### config.mk
export PLATFORM = sky130hd
export DESIGN_NAME = gpio_sc_port
export DESIGN_NICKNAME = d
export VERILOG_FILES = /design/src/rtl/gpio_sc_pkg.sv /design/src/rtl/gpio_sc_decode.sv /design/src/rtl/gpio_sc_setclr.sv /design/src/rtl/gpio_sc_sync.sv /design/src/rtl/gpio_sc_port.sv
export SDC_FILE = /design/constraint.sdc
export NUM_CORES = 1
export LEC_CHECK = 0
export ABC_AREA = 1
export CAP_MARGIN = 5
export CORE_ASPECT_RATIO = 1.1
export CORE_MARGIN = 1
export CORE_UTILIZATION = 37
export DETAILED_ROUTE_END_ITERATION = 8
export DONT_BUFFER_PORTS = 1
export PLACE_DENSITY_LB_ADDON = 0.05
export SLEW_MARGIN = 20
export SYNTH_ARGS = -nofsm -noshare
export SYNTH_HDL_FRONTEND = slang
export SYNTH_HIERARCHICAL = 1
export SYNTH_SLANG_ARGS = --single-unit
### constraint.sdc
create_clock -name clk_i -period 1.17 [get_ports clk_i]
set_clock_uncertainty 0.1 [all_clocks]
set_input_delay 0.2925 -clock clk_i [delete_from_list [all_inputs] [get_ports clk_i]]
set_output_delay 0.2925 -clock clk_i [all_outputs]
set_load 0.005 [all_outputs]
### src/rtl/gpio_sc_pkg.sv
package gpio_sc_pkg;

  localparam int unsigned OFF_OUT_SET = 'h00;
  localparam int unsigned OFF_OUT_CLR = 'h10;
  localparam int unsigned OFF_OE_SET  = 'h20;
  localparam int unsigned OFF_OE_CLR  = 'h30;
  localparam int unsigned OFF_PIN_IN  = 'h40;

  typedef enum logic [2:0] {
    SEL_NONE    = 3'd0,
    SEL_OUT_SET = 3'd1,
    SEL_OUT_CLR = 3'd2,
    SEL_OE_SET  = 3'd3,
    SEL_OE_CLR  = 3'd4,
    SEL_PIN_IN  = 3'd5
  } reg_sel_e;

endpackage

### src/rtl/gpio_sc_decode.sv
module gpio_sc_decode
  import gpio_sc_pkg::*;
#(
  parameter int unsigned ADDR_W = 8
) (
  input  logic [ADDR_W-1:0] addr_i,
  output reg_sel_e          sel_o
);

  // full-width match: near-miss addresses decode to nothing
  always_comb begin
    sel_o = SEL_NONE;
    if (addr_i == ADDR_W'(OFF_OUT_SET)) sel_o = SEL_OUT_SET;
    if (addr_i == ADDR_W'(OFF_OUT_CLR)) sel_o = SEL_OUT_CLR;
    if (addr_i == ADDR_W'(OFF_OE_SET))  sel_o = SEL_OE_SET;
    if (addr_i == ADDR_W'(OFF_OE_CLR))  sel_o = SEL_OE_CLR;
    if (addr_i == ADDR_W'(OFF_PIN_IN))  sel_o = SEL_PIN_IN;
  end

endmodule

### src/rtl/gpio_sc_setclr.sv
module gpio_sc_setclr #(
  parameter int unsigned WIDTH = 32
) (
  input  logic             clk_i,
  input  logic             rst_ni,
  input  logic [WIDTH-1:0] set_i,
  input  logic [WIDTH-1:0] clr_i,
  output logic [WIDTH-1:0] q_o
);

  for (genvar b = 0; b < WIDTH; b++) begin : g_bit
    always_ff @(posedge clk_i or negedge rst_ni) begin
      if (!rst_ni)       q_o[b] <= 1'b0;
      else if (clr_i[b]) q_o[b] <= 1'b0;
      else if (set_i[b]) q_o[b] <= 1'b1;
    end
  end

endmodule

### src/rtl/gpio_sc_sync.sv
module gpio_sc_sync #(
  parameter int unsigned WIDTH  = 32,
  parameter int unsigned STAGES = 2
) (
  input  logic             clk_i,
  input  logic             rst_ni,
  input  logic [WIDTH-1:0] d_i,
  output logic [WIDTH-1:0] q_o
);

  logic [WIDTH-1:0] stage_q [STAGES];

  for (genvar s = 0; s < STAGES; s++) begin : g_stage
    if (s == 0) begin : g_first
      always_ff @(posedge clk_i or negedge rst_ni) begin
        if (!rst_ni) stage_q[s] <= '0;
        else         stage_q[s] <= d_i;
      end
    end else begin : g_next
      always_ff @(posedge clk_i or negedge rst_ni) begin
        if (!rst_ni) stage_q[s] <= '0;
        else         stage_q[s] <= stage_q[s-1];
      end
    end
  end

  assign q_o = stage_q[STAGES-1];

endmodule

### src/rtl/gpio_sc_port.sv
module gpio_sc_port
  import gpio_sc_pkg::*;
#(
  parameter int unsigned NUM_PINS    = 32,
  parameter int unsigned ADDR_W      = 8,
  parameter int unsigned SYNC_STAGES = 2
) (
  input  logic                clk_i,
  input  logic                rst_ni,
  input  logic                bus_valid_i,
  input  logic                bus_write_i,
  input  logic [ADDR_W-1:0]   bus_addr_i,
  input  logic [NUM_PINS-1:0] bus_wdata_i,
  output logic [NUM_PINS-1:0] bus_rdata_o,
  output logic [NUM_PINS-1:0] pin_out_o,
  output logic [NUM_PINS-1:0] pin_oe_o,
  input  logic [NUM_PINS-1:0] pin_in_i
);

  localparam logic [NUM_PINS-1:0] ZERO_W = '0;

  reg_sel_e            sel;
  logic                wr_go, rd_go;
  logic [NUM_PINS-1:0] out_set, out_clr, oe_set, oe_clr;
  logic [NUM_PINS-1:0] in_sync;

  gpio_sc_decode #(.ADDR_W(ADDR_W)) u_decode (
    .addr_i (bus_addr_i),
    .sel_o  (sel)
  );

  assign wr_go = bus_valid_i &  bus_write_i;
  assign rd_go = bus_valid_i & ~bus_write_i;

  assign out_set = (wr_go && sel == SEL_OUT_SET) ? bus_wdata_i : ZERO_W;
  assign out_clr = (wr_go && sel == SEL_OUT_CLR) ? bus_wdata_i : ZERO_W;
  assign oe_set  = (wr_go && sel == SEL_OE_SET)  ? bus_wdata_i : ZERO_W;
  assign oe_clr  = (wr_go && sel == SEL_OE_CLR)  ? bus_wdata_i : ZERO_W;

  gpio_sc_setclr #(.WIDTH(NUM_PINS)) u_level (
    .clk_i  (clk_i),
    .rst_ni (rst_ni),
    .set_i  (out_set),
    .clr_i  (out_clr),
    .q_o    (pin_out_o)
  );

  gpio_sc_setclr #(.WIDTH(NUM_PINS)) u_drive (
    .clk_i  (clk_i),
    .rst_ni (rst_ni),
    .set_i  (oe_set),
    .clr_i  (oe_clr),
    .q_o    (pin_oe_o)
  );

  gpio_sc_sync #(.WIDTH(NUM_PINS), .STAGES(SYNC_STAGES)) u_sync (
    .clk_i  (clk_i),
    .rst_ni (rst_ni),
    .d_i    (pin_in_i),
    .q_o    (in_sync)
  );

  always_ff @(posedge clk_i or negedge rst_ni) begin
    if (!rst_ni)    bus_rdata_o <= '0;
    else if (rd_go) bus_rdata_o <= (sel == SEL_PIN_IN) ? in_sync : ZERO_W;
  end


  p_out_set_r2: assert property (@(posedge clk_i) disable iff (!rst_ni)
    (wr_go && bus_addr_i == ADDR_W'(OFF_OUT_SET))
      |=> ((pin_out_o & $past(bus_wdata_i)) == $past(bus_wdata_i)));

  p_out_clr_r3: assert property (@(posedge clk_i) disable iff (!rst_ni)
    (wr_go && bus_addr_i == ADDR_W'(OFF_OUT_CLR))
      |=> ((pin_out_o & $past(bus_wdata_i)) == ZERO_W));

  p_oe_set_r4: assert property (@(posedge clk_i) disable iff (!rst_ni)
    (wr_go && bus_addr_i == ADDR_W'(OFF_OE_SET))
      |=> ((pin_oe_o & $past(bus_wdata_i)) == $past(bus_wdata_i)));

  p_oe_clr_r5: assert property (@(posedge clk_i) disable iff (!rst_ni)
    (wr_go && bus_addr_i == ADDR_W'(OFF_OE_CLR))
      |=> ((pin_oe_o & $past(bus_wdata_i)) == ZERO_W));

  p_mask_keep_r6: assert property (@(posedge clk_i) disable iff (!rst_ni)
    wr_go |=> ((((pin_out_o ^ $past(pin_out_o)) | (pin_oe_o ^ $past(pin_oe_o)))
                & ~$past(bus_wdata_i)) == ZERO_W));

  p_in_read_r7: assert property (@(posedge clk_i) disable iff (!rst_ni)
    (rd_go && bus_addr_i == ADDR_W'(OFF_PIN_IN)) |=> (bus_rdata_o == $past(in_sync)));

  p_rd_hold_r8: assert property (@(posedge clk_i) disable iff (!rst_ni)
    !rd_go |=> $stable(bus_rdata_o));

  p_rd_zero_r9: assert property (@(posedge clk_i) disable iff (!rst_ni)
    (rd_go && bus_addr_i != ADDR_W'(OFF_PIN_IN)) |=> (bus_rdata_o == ZERO_W));

  p_no_touch_r10: assert property (@(posedge clk_i) disable iff (!rst_ni)
    !(wr_go && (bus_addr_i == ADDR_W'(OFF_OUT_SET) || bus_addr_i == ADDR_W'(OFF_OUT_CLR) ||
                bus_addr_i == ADDR_W'(OFF_OE_SET)  || bus_addr_i == ADDR_W'(OFF_OE_CLR)))
      |=> ($stable(pin_out_o) && $stable(pin_oe_o)));

endmodule

==> reports/results.txt <==
CTS max path bufs: 2
Slew HR: 71.7%
Critical Path End Type: output pin
CTS tree: yes
status: finished with violations
GRT Total Usage: 16.2%
layout cells sized above 1: 22.6%
vias in the first global route: 4,195
fin util: 49.6%
critical setup path kind: flop to output pin
HP Class: input port to async pin
Layout area overhead: 29.3%
n_diodes: 0
Routed Antenna Nets: 0
Final period util: 105%
Starting Density: 38.4%
wire per inst: 15.7 µm
minimum clock period: 1.22 ns
Setup TNS: -3.75 ns
Iter 0 DRT Violations: 195
initial antenna violation count: 0
Num CTS Buffers: 17
Post-Synthesis Cell Area: 6350 µm²
register area share after synthesis: 63.1%
DP Wirelength: 8840 µm
I/O pin count: 172
Yosys cell types: 13
H-tree lvl count: 4
Syn Area/Cell: 8.93 µm²
Clk Latency, worst-skew pair: 0.41 ns
Cells after Synth: 711
Root Buffer: clkbuf_16
Final GP Congestion: 0.748
peak supply drop: 0.929 mV
Post-Layout Cell Count: 959
port bufs: 0
commonest non-fill, non-tap cell in the layout: nor2_1
Post-DP Area: 6420 µm²
CP required: 0.78 ns
yosys warns: 6
drt total wl: 15,100 µm
Core Box Area: 16,600 µm²
drt first pass iters: 4
Inst Count DP: 872
Worst Path Arrival: 0.83 ns
Vias: 4,349
Die Area: 17,700 µm²
first-pass GRT wire length: 22,000 µm
footprint of the multi-input gates: 2190 µm²
most frequent cells in the layout: nor2_1, dfrtp_1, inv_1, nand2_1, dlygate4sd3_1
Die X-Extent: 127 µm
Design Power: 11.2 mW
CP max FO: 2
die height: 139 µm
failing checks: negative hold slack, negative setup slack
largest net degree at the start of global routing: 161
Lkg Pwr: 4.20 nW
Post-Syn Nets: 787
final hold slack: -0.520 ns
Final nets: 819
Slew @ Worst Pin: 0.424 ns
Startpoint Class: flop
Storage cell area: 4000 µm²
clock transition at the registers of the reported paths: 0.06 ns
synthesized flop and latch total: 160
endpoints failing setup: 139
Max-cap violations: 0
Fin. Hold Viols: 160
unrepaired setup endpoints after global routing: yes
clock sink count: 160
pwr dens: 1370 nW/µm²
Fillers: 1,534
maximum clock frequency: 817 MHz
Vias/cell: 4.53
DRC viols: 0
# hold bufs at CTS: 45
Post-Place Worst Slack: -0.554 ns
post-route setup slack: -0.0538 ns
Final Max Slew Viols: 0
final global-route overflow total: 0
Site Rows: 49
Final Instance Area: 8210 µm²
[kinds of logic (layout without fill, tap and decap cells)]
kind of cell	count (synthesis)	in the layout	share of synthesized area, %
AO/OA/AOI/OAI	1	1	0.138
buffers and inverters	132	176	11.2
flip-flops	160	160	63.1
AND/OR/NAND/NOR	418	418	25.6
[area by class of cell]
class	instances	share of cell area, %
Timing Repair Buffer	69	11.5
Clock buffer	22	5.65
Clock inverter	9	0.746
Sequential cell	160	48.8
Inverter	76	3.63
Tap cell	204	3.11
Multi-Input combinational cell	419	26.7
[registers in the layout, summed over array words and instances (netlist names)]
signal / flops
u_sync/stage_q: 32
bus_rdata_o: 32
u_level/q_o: 32
u_sync/q_o: 32
u_drive/q_o: 32
[metal layers]
metal / wire, µm / global-route usage (%) / vias up
li1: - / - / 2129
met1: 6090 / 19.6 / 2088
met2: 7560 / 25.4 / 116
met3: 1120 / 7.15 / 16
met4: 283 / 6.39 / 0
met5: 0 / 0 / -
[where the power goes]
group	switching (mW)	internal, mW	total (mW)
logic	0.270	0.204	0.474
clock network	2.11	2.81	4.92
registers	0.0999	5.72	5.82
[what timing repair did]
item	CTS	global route
pin swaps	0	38
gates cloned	0	10
resized for setup	10	151
hold endpoints to repair	210	160
buffers inserted	0	1
endpoints found under the setup margin	162	192
[synth_stat cells]
master	count	area (µm²)
inv_1	75	282
buf_2	12	60.1
nor2_1	267	1000
nand3_1	3	15.0
buf_4	35	263
inv_2	1	3.75
buf_6	9	101
nor3_1	32	160
nand2_1	110	413
a21oi_2	1	8.76
nand2_2	4	25.0
dfrtp_1	160	4000
nor2_2	2	12.5
[final timing paths]
kind / depth (start not counted) / from / end / slack [ns]
setup / recovery: 0 / u_drive/q_o[16] / pin_oe_o[16] / -0.05
hold / removal: 0 / rst_ni / bus_rdata_o[24] / -0.52
setup reg to reg: 2 / u_drive/q_o[31] / u_drive/q_o[31] / 0.34
hold reg to reg: 0 / u_sync/stage_q[45] / u_sync/q_o[13] / 0.24
max in group asynchronous: 0 / rst_ni / u_sync/q_o[16] / 1.11
min in group clk_i: 3 / bus_wdata_i[30] / u_drive/q_o[30] / 0.03
(Power assumes the default switching activity.)
